==> src/rtl/refdiv_pkg.sv <==
package refdiv_pkg;

  typedef enum logic [1:0] {
    MODE_DIRECT = 2'd0,
    MODE_LOCK8K = 2'd1,
    MODE_MANUAL = 2'd2,
    MODE_RSVD   = 2'd3
  } divMode_e;

  localparam logic [3:0] SPOT_TOP = 4'd11;

  typedef struct packed {
    logic edgeHit;
    logic clear;
  } divCtl_t;

  // Ratio from spot rate down to 8 kHz; 0 marks an unsupported code.
  function automatic logic [15:0] lock8kRatio(input logic [3:0] code);
    logic [15:0] r;
    case (code)
      4'd0, 4'd1, 4'd2: r = 16'd1;
      4'd3:  r = 16'd193;
      4'd4:  r = 16'd256;
      4'd5:  r = 16'd810;
      4'd6:  r = 16'd2430;
      4'd7:  r = 16'd3240;
      4'd8:  r = 16'd4860;
      4'd9:  r = 16'd6480;
      4'd10: r = 16'd9720;
      4'd11: r = 16'd19440;
      default: r = 16'd0;
    endcase
    return r;
  endfunction

endpackage

==> src/rtl/refdiv_ctrl.sv <==
module refdiv_ctrl
  import refdiv_pkg::*;
#(
  parameter int N_W   = 14,
  parameter int N_MAX = 15624,
  parameter int CNT_W = 15
) (
  input  logic             clk,
  input  logic             refLevel,
  input  logic             polarity,
  input  logic [1:0]       mode,
  input  logic [3:0]       spotCode,
  input  logic [N_W-1:0]   nValue,
  output divCtl_t          ctl,
  output logic [CNT_W-1:0] ratio
);
  localparam int CFG_W = 2 + 4 + N_W + 1;

  logic             lvlQ;
  logic [CFG_W-1:0] cfgNow, cfgQ;
  logic             selEdge, cfgChanged, nInRange;

  assign cfgNow = {mode, spotCode, nValue, polarity};

  // Tracking registers load every cycle, reset included.
  always_ff @(posedge clk) begin
    lvlQ <= refLevel;
    cfgQ <= cfgNow;
  end

  assign selEdge    = polarity ? (lvlQ & ~refLevel) : (refLevel & ~lvlQ);
  assign cfgChanged = (cfgNow != cfgQ);
  assign nInRange   = (nValue != '0) && (int'(nValue) <= N_MAX);

  always_comb begin
    unique case (divMode_e'(mode))
      MODE_DIRECT: ratio = (spotCode == SPOT_TOP) ? CNT_W'(2) : CNT_W'(1);
      MODE_LOCK8K: ratio = CNT_W'(lock8kRatio(spotCode));
      MODE_MANUAL: ratio = nInRange ? (CNT_W'(nValue) + CNT_W'(1)) : '0;
      default:     ratio = '0;
    endcase
  end

  assign ctl.clear   = cfgChanged;
  assign ctl.edgeHit = selEdge & (ratio != '0) & ~cfgChanged;

endmodule

==> src/rtl/refdiv_count.sv <==
module refdiv_count
  import refdiv_pkg::*;
#(
  parameter int CNT_W = 15
) (
  input  logic             clk,
  input  logic             rstN,
  input  divCtl_t          ctl,
  input  logic [CNT_W-1:0] ratio,
  output logic             divStrobe
);
  logic [CNT_W-1:0] cnt;
  logic             atTerm;

  assign atTerm = ({1'b0, cnt} + {{CNT_W{1'b0}}, 1'b1}) == {1'b0, ratio};

  always_ff @(posedge clk) begin
    if (!rstN) begin
      cnt       <= '0;
      divStrobe <= 1'b0;
    end else begin
      divStrobe <= 1'b0;
      if (ctl.clear) begin
        cnt <= '0;
      end else if (ctl.edgeHit) begin
        if (atTerm) begin
          cnt       <= '0;
          divStrobe <= 1'b1;
        end else begin
          cnt <= cnt + CNT_W'(1);
        end
      end
    end
  end

endmodule

==> src/rtl/ref_prediv.sv <==
module ref_prediv
  import refdiv_pkg::*;
#(
  parameter int N_W   = 14,
  parameter int N_MAX = 15624,
  parameter int CNT_W = 15
) (
  input  logic           clk,
  input  logic           rstN,
  input  logic           refLevel,
  input  logic           polarity,
  input  logic [1:0]     mode,
  input  logic [3:0]     spotCode,
  input  logic [N_W-1:0] nValue,
  output logic           divStrobe
);
  divCtl_t          ctl;
  logic [CNT_W-1:0] ratio;

  refdiv_ctrl #(.N_W(N_W), .N_MAX(N_MAX), .CNT_W(CNT_W)) uCtrl (
    .clk(clk), .refLevel(refLevel), .polarity(polarity), .mode(mode),
    .spotCode(spotCode), .nValue(nValue), .ctl(ctl), .ratio(ratio)
  );

  refdiv_count #(.CNT_W(CNT_W)) uCount (
    .clk(clk), .rstN(rstN), .ctl(ctl), .ratio(ratio), .divStrobe(divStrobe)
  );

endmodule

==> config.mk <==
export PLATFORM = sky130hd
export DESIGN_NAME = ref_prediv
export DESIGN_NICKNAME = d
export VERILOG_FILES = /design/src/rtl/refdiv_pkg.sv /design/src/rtl/refdiv_ctrl.sv /design/src/rtl/refdiv_count.sv /design/src/rtl/ref_prediv.sv
export SDC_FILE = /design/constraint.sdc
export NUM_CORES = 1
export LEC_CHECK = 0
export BUFFER_PORTS_ARGS = -buffer_cell sky130_fd_sc_hd__buf_2
export CORE_UTILIZATION = 52
export CTS_CLUSTER_SIZE = 12
export DETAILED_ROUTE_END_ITERATION = 8
export HOLD_SLACK_MARGIN = 0.15
export PLACE_DENSITY = 0.78
export SLEW_MARGIN = 20
export SYNTH_ARGS = -nofsm -noshare
export SYNTH_HDL_FRONTEND = slang
export SYNTH_SLANG_ARGS = --single-unit
==> constraint.sdc <==
create_clock -name clk -period 3.11 [get_ports clk]
set_clock_uncertainty 0.05 [all_clocks]
set_input_delay 0.622 -clock clk [delete_from_list [all_inputs] [get_ports clk]]
set_output_delay 0.622 -clock clk [all_outputs]
set_load 0.02 [all_outputs]
==> metrics.md <==
| Metric | Value |
|---|---|
| LEAKAGE | `1.59 nW` |
| Prevailing post-synth register cell | `dfxtp_1` |
| Register share of total power | `38.3%` |
| # Post-CTS Setup Buffers | `0` |
| Tmin final | `3.04 ns` |
| Final Max Tran Viols | `0` |
| DP HPWL | `7150 um` |
| Vias in the first global route | `3247` |
| Cell with the most instances after synthesis | `dfxtp_1` |
| EDFF count, synth | `0` |
| Mapped Cells | `388` |
| Synth unique cells | `70` |
| CP max FO | `9` |
| Status | `finished clean` |
| Worst-path cell chain | `buf_2, buf_4, ha_1, nor2b_1, o22ai_1, nor2b_4, mux2i_1, o311ai_1, or4_4, buf_12, o311ai_1, a21oi_1` |
| Startpoint Class | `input port` |
| Critical path's slowest cell | `or4_4` |
| Ys Warns | `0` |
| Clock root cell | `clkbuf_8` |
| Finished Layout Cells | `547` |
| Cell area after synthesis | `0.00309 sq mm` |
| Comb power frac | `22.6%` |
| Core Area | `0.00561 sq mm` |
| Worst vdd ir | `0.247 mV` |
| Gr ovfl total | `0` |
| RSZ-0062 raised after global routing | `true` |
| Fin crit share | `97.8%` |
| Top cells by area, synth | `dfxtp_1 (25%), xor2_1 (6.8%), xnor2_1 (5.7%)` |
| Cell mode on critical path | `o311ai_1` |
| Finished Cell Area | `0.00407 sq mm` |
| Slew headroom | `63.2%` |
| Yosys reg bits | `38` |
| Final Hold Vio Count | `0` |
| CTS buffer count | `5` |
| Finished Core Util | `72.6%` |
| Largest net degree at the start of global routing | `18` |
| Clock Sinks | `38` |
| Hold crit path type | `input port to flip-flop` |
| Req. time, crit path | `3.22 ns` |
| CTS H-tree depth | `2` |
| Place WS | `-0.461 ns` |
| First-pass GRT wire length | `15400 um` |
| Peak Freq | `0.329 GHz` |
| Final setup vio count | `0` |
| # IOs | `25` |
| CTS Hold Bufs | `0` |
| Total power | `1.33 mW` |
| Avg Vias per Cell | `6.23` |
| Nets | `508` |
| Final WS setup | `0.0691 ns` |
| Starting Density | `55.1%` |
| Diode count | `0` |
| Routed len/inst | `17.6 um` |
| Synth cell count leaders | `dfxtp_1 (38), nand2_1 (33), xor2_1 (24)` |
| Psw | `0.366 mW` |
| Crit. End Element | `flip-flop` |
| Drc violations | `0` |
| Routed wire length | `9650 um` |
| Die area | `0.00625 sq mm` |
| Initial DRC Count | `283` |
| Final ANT Viol Nets | `0` |
| Seq/Total Area, Yosys | `24.6%` |
| Synth area leader | `dfxtp_1` |
| Die Wd | `79.1 um` |
| Mean post-synth cell area | `7.96 sq um` |
| Initial antenna violation count | `0` |
| PwrDens | `326 mW/mm^2` |
| Critical Path AT | `3.15 ns` |
| Drt pass-1 iters | `6` |
| Clock power frac | `39.1%` |
| CP top delay family | `simple AND/OR/NAND/NOR gates` |
| Mapped Nets | `422` |
| P&R area growth vs syn | `31.9%` |
| Cell-internal power | `0.959 mW` |
| GRT Overall Usage | `31.6%` |
| Layout filler cell count | `435` |
| WP buf/inv | `3` |
| Vias | `3409` |
| Actual slew at the worst max-slew pin | `0.551 ns` |
| Latest clock arrival within the worst-skew pair | `0.30 ns` |
| CTS Buffer Depth | `2` |
| CTS tree | `built` |
| Asr flop ratio synth | `0%` |
| Synth top area share | `24.6%` |
| RD Place Congestion | `1.00` |
| Max cap viols | `0` |
| Row cnt | `27` |
| Placed insts | `538` |
| Kind of critical path | `input port to flip-flop` |
| Clock Pin Slew Worst Setup and Hold Paths | `0.08 ns` |
| Port bufs | `24` |
| Layout cells sized above 1 | `30.9%` |
| Height of the die | `79.1 um` |
| Switching Fraction | `27.6%` |
| Worst path max stage delay | `0.59 ns` |
| Post-placement cell area | `0.00381 sq mm` |
==> per-stage QoR <==
| step | setup TNS, ns | hold WS [ns] |
|---|---|---|
| final | 0 | 0.396 |
| after global placement | -5.99 | 0.430 |
| after global routing | -0.127 | 0.397 |
| after CTS | 0 | 0.393 |
| after detailed placement | -5.96 | 0.430 |
| after floorplan | 0 | 0.407 |
==> final cells by class <==
| class | count | area (sq um) | share of cell area [%] |
|---|---|---|---|
| clock inverter | 3 | 68.8 | 1.69 |
| timing repair buffer | 103 | 743 | 18.2 |
| inverter | 19 | 71.3 | 1.75 |
| sequential | 38 | 762 | 18.7 |
| multi-input combinational | 307 | 2270 | 55.7 |
| tap | 72 | 90.1 | 2.21 |
| clock buffer | 5 | 68.8 | 1.69 |
==> final timing paths <==
check                                    start             end  slack, ns  depth (start not counted)
worst min-delay path                  refLevel      uCtrl.lvlQ       0.40                          1
worst min register to register  uCount.cnt[13]  uCount.cnt[13]       0.44                          2
worst max-delay path               spotCode[0]   uCount.cnt[1]       0.07                         12
worst max register to register   uCount.cnt[1]   uCount.cnt[1]       0.11                         10
==> flip-flops by register name, summed over array words and instances, names as in the netlist <==
name and flops:
uCtrl.lvlQ 1, uCount.divStrobe 1, uCount.cnt 15, uCtrl.cfgQ 21
==> placed cells by master (no fill, tap or decap), types with 4 or more instances in the layout <==
cell / instances
nand2_1: 33
dfxtp_1: 37
o32ai_2: 4
o21a_1: 4
xor2_1: 24
nor2_1: 20
or3_1: 6
buf_4: 77
o311ai_1: 7
nand3_1: 15
nor4_1: 12
ha_1: 9
o22ai_1: 4
nand2b_1: 5
nand4_1: 8
a211oi_1: 5
nor3_1: 12
a21oi_1: 20
a22oi_1: 4
clkbuf_8: 5
xnor2_1: 20
o311ai_2: 4
buf_2: 24
o21ai_0: 5
nor2b_1: 7
inv_1: 18
==> per-layer routing <==
metal | vias up | global-route usage (%) | wire [um]
met2 | 181 | 50.9 | 4610
met3 | 13 | 4.60 | 754
met4 | 0 | 11.5 | 101
met1 | 1609 | 42.8 | 4190
li1 | 1606 | - | -
met5 | - | 0 | 0
==> power by group through the flow <==
stage | combinational, mW | sequential [mW] | clock [mW]
2_1_floorplan | 0.151 | 0.518 | 0
3_3_place_gp | 0.255 | 0.519 | 0
3_5_place_dp | 0.262 | 0.520 | 0
4_1_cts | 0.266 | 0.508 | 0.523
5_1_grt | 0.320 | 0.509 | 0.537
6_report | 0.300 | 0.508 | 0.518
==> repair_timing <==
action                                  in CTS  in global routing
pin swaps                                    1                  5
hold endpoints to repair                     0                  0
resized for setup                            7                 26
endpoints found under the setup margin      15                 15
gates cloned                                 0                  1
==> cell families (layout without fill, tap and decap cells) <==
group                    count (synthesis)  count (layout)  share of synthesized area [%]
XOR/XNOR                                44              44                           12.5
AO/OA/AOI/OAI                           99              99                           23.4
AND/OR/NAND/NOR                        151             151                           28.4
multiplexers                             3               3                          0.972
flip-flops                              38              38                           24.6
buffers and inverters                   43             130                           6.04
adder cells (fa/ha/maj)                 10              10                           4.05
No activity file was read; power rests on OpenSTA's default activity.
